## config.mk

```make
export PLATFORM = sky130hd
export DESIGN_NAME = rtc_tick_clock
export DESIGN_NICKNAME = d
export VERILOG_FILES = /design/src/rtl/rtc_pkg.sv /design/src/rtl/rtc_prescaler.sv /design/src/rtl/rtc_poll_div.sv /design/src/rtl/rtc_ctl_csr.sv /design/src/rtl/rtc_toy.sv /design/src/rtl/rtc_tick_clock.sv
export SDC_FILE = /design/constraint.sdc
export NUM_CORES = 1
export LEC_CHECK = 0
export BUFFER_PORTS_ARGS = -buffer_cell sky130_fd_sc_hd__buf_4
export CORE_MARGIN = 2
export CORE_UTILIZATION = 40
export DETAILED_ROUTE_END_ITERATION = 7
export PLACE_DENSITY = 0.66
export SYNTH_ARGS = -nofsm -noshare
export SYNTH_HDL_FRONTEND = slang
export SYNTH_HIERARCHICAL = 1
export SYNTH_SLANG_ARGS = --single-unit
```

## constraint.sdc

```tcl
create_clock -name clk -period 4.1 [get_ports clk]
set_clock_uncertainty 0.1 [all_clocks]
set_input_delay 0.615 -clock clk [delete_from_list [all_inputs] [get_ports clk]]
set_output_delay 0.615 -clock clk [all_outputs]
set_load 0.05 [all_outputs]
```

## src/rtl/rtc_pkg.sv

```systemverilog
package rtc_pkg;
   localparam int CSR_W     = 16;
   localparam int IE_POS    = 6;
   localparam int TOY_W     = 32;
   localparam int SECS_W    = 25;
   localparam logic [TOY_W-1:0] TOY_OFFSET = 32'h1000_0000;

   typedef struct packed {
      logic ie;
   } ctl_state_t;

   typedef enum logic [1:0] {
      TOY_HOLD   = 2'd0,
      TOY_STEP   = 2'd1,
      TOY_LOAD   = 2'd2,
      TOY_PRESET = 2'd3
   } toy_op_t;
endpackage

```

## src/rtl/rtc_prescaler.sv

```systemverilog
module rtc_prescaler #(
   parameter int DIV = 1_000_000
) (
   input  logic clk,
   input  logic rst_n,
   output logic tick
);
   localparam int CW = (DIV > 1) ? $clog2(DIV) : 1;
   localparam logic [CW-1:0] LAST = CW'(DIV - 1);

   generate
      if (DIV < 2) begin : g_bad_div
         $error("rtc_prescaler: DIV must be at least 2");
      end
   endgenerate

   logic [CW-1:0] cnt_q;

   always_ff @(posedge clk or negedge rst_n) begin
      if (!rst_n)            cnt_q <= '0;
      else if (cnt_q == LAST) cnt_q <= '0;
      else                   cnt_q <= cnt_q + 1'b1;
   end

   assign tick = (cnt_q == LAST);

   AST_TICK_SINGLE: assert property (@(posedge clk) disable iff (!rst_n)
      tick |=> !tick);
endmodule

```

## src/rtl/rtc_poll_div.sv

```systemverilog
module rtc_poll_div #(
   parameter int POLL_DIV = 2
) (
   input  logic clk,
   input  logic rst_n,
   input  logic tick,
   output logic poll
);
   generate
      if (POLL_DIV < 1) begin : g_bad_poll
         $error("rtc_poll_div: POLL_DIV must be at least 1");
      end else if (POLL_DIV == 1) begin : g_pass
         assign poll = tick;
      end else begin : g_count
         localparam int PW = $clog2(POLL_DIV);
         localparam logic [PW-1:0] PLAST = PW'(POLL_DIV - 1);
         logic [PW-1:0] ph_q;
         always_ff @(posedge clk or negedge rst_n) begin
            if (!rst_n)     ph_q <= '0;
            else if (tick)  ph_q <= (ph_q == PLAST) ? '0 : ph_q + 1'b1;
         end
         assign poll = tick && (ph_q == PLAST);
      end
   endgenerate

   AST_POLL_ON_TICK: assert property (@(posedge clk) disable iff (!rst_n)
      poll |-> tick);
endmodule

```

## src/rtl/rtc_ctl_csr.sv

```systemverilog
module rtc_ctl_csr
   import rtc_pkg::*;
(
   input  logic             clk,
   input  logic             rst_n,
   input  logic             tick,
   input  logic             csr_wr,
   input  logic [CSR_W-1:0] csr_wdata,
   output logic [CSR_W-1:0] csr_rdata,
   output logic             irq
);
   ctl_state_t st_q;
   logic       irq_q;
   logic       wr_clear;

   assign wr_clear = csr_wr && !csr_wdata[IE_POS];

   always_ff @(posedge clk or negedge rst_n) begin
      if (!rst_n)      st_q.ie <= 1'b0;
      else if (csr_wr) st_q.ie <= csr_wdata[IE_POS];
   end

   always_ff @(posedge clk or negedge rst_n) begin
      if (!rst_n)                irq_q <= 1'b0;
      else if (wr_clear)         irq_q <= 1'b0;
      else if (tick && st_q.ie)  irq_q <= 1'b1;
   end

   always_comb begin
      csr_rdata         = '0;
      csr_rdata[IE_POS] = st_q.ie;
   end

   assign irq = irq_q;

   AST_IRQ_CLEARED: assert property (@(posedge clk) disable iff (!rst_n)
      (csr_wr && !csr_wdata[IE_POS]) |=> !irq);
   AST_IRQ_HELD: assert property (@(posedge clk) disable iff (!rst_n)
      (irq && !csr_wr) |=> irq);
   AST_IRQ_NEEDS_TICK: assert property (@(posedge clk) disable iff (!rst_n)
      (!irq && !tick) |=> !irq);
endmodule

```

## src/rtl/rtc_toy.sv

```systemverilog
module rtc_toy
   import rtc_pkg::*;
#(
   parameter int TICK_HZ = 100
) (
   input  logic              clk,
   input  logic              rst_n,
   input  logic              tick,
   input  logic              toy_wr,
   input  logic [TOY_W-1:0]  toy_wdata,
   input  logic              preset_load,
   input  logic [SECS_W-1:0] preset_secs,
   output logic [TOY_W-1:0]  toy,
   output logic              batt_low
);
   localparam logic [TOY_W-1:0] SCALE = TOY_W'(TICK_HZ);

   logic [TOY_W-1:0] toy_q;
   logic             bl_q;
   logic [TOY_W-1:0] preset_val;
   toy_op_t          op;

   assign preset_val = (TOY_W'(preset_secs) * SCALE) + TOY_OFFSET;

   always_comb begin
      if (toy_wr)                op = TOY_LOAD;
      else if (preset_load)      op = TOY_PRESET;
      else if (tick && !bl_q)    op = TOY_STEP;
      else                       op = TOY_HOLD;
   end

   always_ff @(posedge clk or negedge rst_n) begin
      if (!rst_n) begin
         toy_q <= '0;
         bl_q  <= 1'b1;
      end else begin
         unique case (op)
            TOY_LOAD: begin
               toy_q <= toy_wdata;
               if (toy_wdata != '0) bl_q <= 1'b0;
            end
            TOY_PRESET: begin
               toy_q <= preset_val;
               bl_q  <= 1'b0;
            end
            TOY_STEP: toy_q <= toy_q + 1'b1;
            default:  toy_q <= toy_q;
         endcase
      end
   end

   assign toy      = toy_q;
   assign batt_low = bl_q;

   AST_TOY_FROZEN: assert property (@(posedge clk) disable iff (!rst_n)
      (bl_q && !toy_wr && !preset_load) |=> (toy_q == $past(toy_q)));
   AST_ZERO_KEEPS_FLAG: assert property (@(posedge clk) disable iff (!rst_n)
      (toy_wr && toy_wdata == '0) |=> (bl_q == $past(bl_q)));
   AST_PRESET_CLEARS: assert property (@(posedge clk) disable iff (!rst_n)
      preset_load |=> !bl_q);
endmodule

```

## src/rtl/rtc_tick_clock.sv

```systemverilog
module rtc_tick_clock
   import rtc_pkg::*;
#(
   parameter int SYS_HZ   = 100_000_000,
   parameter int TICK_HZ  = 100,
   parameter int POLL_DIV = 2
) (
   input  logic              clk,
   input  logic              rst_n,
   input  logic              csr_wr,
   input  logic [CSR_W-1:0]  csr_wdata,
   output logic [CSR_W-1:0]  csr_rdata,
   input  logic              toy_wr,
   input  logic [TOY_W-1:0]  toy_wdata,
   output logic [TOY_W-1:0]  toy_rdata,
   input  logic              preset_load,
   input  logic [SECS_W-1:0] preset_secs,
   output logic              tick,
   output logic              poll,
   output logic              irq,
   output logic              batt_low
);
   localparam int DIV = SYS_HZ / TICK_HZ;

   generate
      if (TICK_HZ < 1 || (SYS_HZ % TICK_HZ) != 0) begin : g_bad_rate
         $error("rtc_tick_clock: SYS_HZ must be a multiple of TICK_HZ");
      end
   endgenerate

   logic tick_w;

   rtc_prescaler #(.DIV(DIV)) u_pre (
      .clk(clk), .rst_n(rst_n), .tick(tick_w));

   rtc_poll_div #(.POLL_DIV(POLL_DIV)) u_poll (
      .clk(clk), .rst_n(rst_n), .tick(tick_w), .poll(poll));

   rtc_ctl_csr u_csr (
      .clk(clk), .rst_n(rst_n), .tick(tick_w), .csr_wr(csr_wr),
      .csr_wdata(csr_wdata), .csr_rdata(csr_rdata), .irq(irq));

   rtc_toy #(.TICK_HZ(TICK_HZ)) u_toy (
      .clk(clk), .rst_n(rst_n), .tick(tick_w), .toy_wr(toy_wr),
      .toy_wdata(toy_wdata), .preset_load(preset_load),
      .preset_secs(preset_secs), .toy(toy_rdata), .batt_low(batt_low));

   assign tick = tick_w;
endmodule

```

==> impl_metrics.csv <==
group,metric,value,unit
logic_synthesis,yosys.cell_types.count,70,
clocking,path_clk_slew,0.08,ns
logic_synthesis,avgSynthCellArea,8.32,µm²
logic_synthesis,async_flop_share,100,%
worst_setup_path,r2r_cells,11,
worst_setup_path,worst-path-max-fanout,4,
layout,final_nets,1097,
logic_synthesis,synth_edf_count,0,
floorplanning,core-area,15100,µm²
floorplanning,die_area,16400,µm²
worst_setup_path,worstSetupEndpointType,"flop",
grt,grt_max_degree,57,
layout,drive_gt1_share,29.4,%
logic_synthesis,synthMuxAreaShare,1.93,%
clocking,clkSinkCount,56,
timing,period_share,105,%
grt,antenna_found_initial,0,
place,place_area,7820,µm²
logic_synthesis,synthMostInstantiatedCell,"inv_1",
clocking,cts_tree,"done",
routing,drt_pass1_iterations,5,
outcome,status,"complete, but fails checks",
routing,vias,5671,
timing,maxSlewViolCount,0,
logic_synthesis,yosys.area.top_type,"dfrtp_1",
timing,setup-tns-final,-0.282,ns
worst_setup_path,crit_arrival,4.39,ns
worst_setup_path,regToRegEndpoint,"u_toy/toy[24]$_DFFE_PN0P_",
layout,fin_area,8240,µm²
worst_hold_path,hp-class,"in -> async",
floorplanning,ioPinCount,130,
routing,finalWirelength,16100,µm
routing,via_per_inst,5.13,
clocking,clk_latency,0.31,ns
job,maxCapViolCount,0,
pwr,p_leak,4.06,nW
timing,rsz0062_at_grt,"true",
timing,post-route-min-period,4.29,ns
logic_synthesis,synthXorXnorAreaFrac,8.09,%
timing,finalHoldViolations,0,
logic_synthesis,synth_compound_area_share,15.0,%
floorplanning,core.rowCount,45,
worst_setup_path,worstSetupStartpointType,"input pin",
place,hpwlAfterDp,13000,µm
worst_setup_path,r2r_slack,1.05,ns
grt,gr-usage-all-layers,20.0,%
logic_synthesis,ys_seq_area_share,22.7,%
routing,ant_nets,0,
logic_synthesis,synth_area_leaders,"dfrtp_1 22%, ha_1 17%, inv_1 6.6%",
worst_setup_path,r2r-start,"u_pre/cnt_q[0]$_DFF_PN0_",
outcome,violations,"negative setup slack",
timing,worstMarginPinSlew,0.805,ns
clocking,cts_buffer_depth,2,
floorplanning,dieHeight,128,µm
logic_synthesis,synth-adder-area-share,23.1,%
clocking,cts_hold_buf,0,
timing,slew_headroom,45.9,%
timing,fmax,233,MHz
floorplanning,initial_core_util,40.8,%
routing,wire_per_inst,14.6,µm
logic_synthesis,synth_top_area_share,22.3,%
layout,area_delta_synth_final,33.5,%
logic_synthesis,synth_top_family_by_area,"adder cells",
pwr,vdd_drop_max,182,µV
clocking,h-tree-depth,2,
worst_setup_path,worst_ep_required_time,4.20,ns
routing,drt_iter0_drc,383,
place,portBuffers,99,
grt,overflow,0,
grt,grt_pass1_vias,5467,
logic_synthesis,ys_warn_count,6,
logic_synthesis,synth_flop_cell,"dfrtp_1",
floorplanning,dieWidth,128,µm
timing,finalSetupViolCount,2,
logic_synthesis,synth-simple-area-share,19.2,%
grt,grt_pass1_wl,26600,µm
pwr,power_density,380,nW/µm²
logic_synthesis,synth_cells,742,
logic_synthesis,synth-seq-cells,56,
clocking,numCtsBuffers,5,
logic_synthesis,synth_commonest_cells,"108 x inv_1, 82 x ha_1, 65 x nand2_1",
pwr,power,3.13,mW
worst_setup_path,critical_path_class,"in -> reg",
layout,diodes,0,
routing,drcViolationCount,0,
clocking,clockRootBuffer,"clkbuf_16",
timing,setup_ws,-0.186,ns
place,gp_congestion,0.851,
logic_synthesis,netlist_area,6170,µm²
-- metrics by stage --
step	instances	setup WS [ns]	util (%)	hold slack, ns
after floorplan	756	-0.220	-	0.219
after global placement	1092	-0.557	51.6	0.352
after detailed placement	1092	-0.624	51.6	0.350
after CTS	1102	-0.161	53.3	0.293
after global routing	1106	-0.369	54.4	0.321
final	1106	-0.186	54.4	0.267
-- cell type report --
class | instances | area (µm²)
Clock inverter | 3 | 28.8
Clock buffer | 5 | 125
Timing Repair Buffer | 191 | 1450
Sequential cell | 56 | 1400
Multi-Input combinational cell | 553 | 4590
Inverter | 110 | 413
Tap cell | 188 | 235
Fill cell | 1383 | 6910
-- cells by family (layout without fill, tap and decap cells) --
logic type	Yosys count	count (layout)
AO/OA/AOI/OAI	147	147
XOR/XNOR	57	57
adder cells (fa/ha/maj)	102	102
buffers and inverters	147	309
flip-flops	56	56
multiplexers	11	11
other	1	15
AND/OR/NAND/NOR	221	221
-- cell usage in the layout, fill, tap and decap left out, types with 9 or more instances in the layout --
cell and instances:
nand3_1 23, buf_4 188, o21ai_1 11, a21o_1 12
fa_1 20, conb_1 15, ha_4 18, o21ai_0 30
a21oi_1 35, nand2_1 65, inv_1 101, xnor2_1 30
inv_2 9, nor2_1 33, nand4_1 18, ha_1 63
dfrtp_1 55, nor4_1 14, and3_1 13, a31oi_1 9
xor2_1 27
-- worst max path at each step --
stage	startpoint	to	slack, ns
floorplan	preset_secs[4]	u_toy/toy[29]$_DFFE_PN0P_	-0.22
global placement	preset_secs[5]	u_toy/toy[29]$_DFFE_PN0P_	-0.56
detailed placement	preset_secs[6]	u_toy/toy[29]$_DFFE_PN0P_	-0.62
CTS	preset_secs[6]	u_toy/toy[29]$_DFFE_PN0P_	-0.16
global route	preset_secs[7]	u_toy/toy[29]$_DFFE_PN0P_	-0.37
finish	preset_secs[7]	u_toy/toy[29]$_DFFE_PN0P_	-0.19
-- per-layer routing --
metal	global-route usage, %	routed length (µm)
met5	0	0
met1	27.7	7400
met2	33.5	7600
met4	5.04	288
met3	2.09	824
-- timing repair --
item	4_1_cts	5_1_grt
hold endpoints to repair	0	0
buffers inserted	2	6
gates resized for setup	12	24
endpoints found under the setup margin	2	4
pin swaps	9	30
-- report_power, final --
part	leakage [nW]	internal, mW	switching [mW]	total [mW]
logic	3.29	0.911	1.06	1.97
clock network	0.0767	0.236	0.229	0.465
registers	0.697	0.612	0.0863	0.698
-- flip-flops by register name, summed over array words and instances (netlist names) --
name	cells
u_toy/batt_low	1
u_pre/cnt_q	20
u_csr/st_q	1
u_toy/toy	32
u_csr/irq	1
u_poll/g_count.ph_q	1
-- critical path, stage by stage --
cell and delay, ns:
buf_8 0.11, ha_4 0.24, ha_4 0.25, inv_2 0.03
fa_1 0.55, inv_2 0.05, ha_4 0.18, a211oi_4 0.27
o21ai_2 0.11, a2111oi_4 0.31, a32oi_2 0.18, a21o_2 0.25
a211oi_4 0.21, inv_1 0.07, ha_1 0.30, mux2i_1 0.13
o21ai_1 0.10, a21oi_1 0.14, a21oi_1 0.06, o22a_1 0.23
Note: power is estimated with default switching activity, not from simulation.
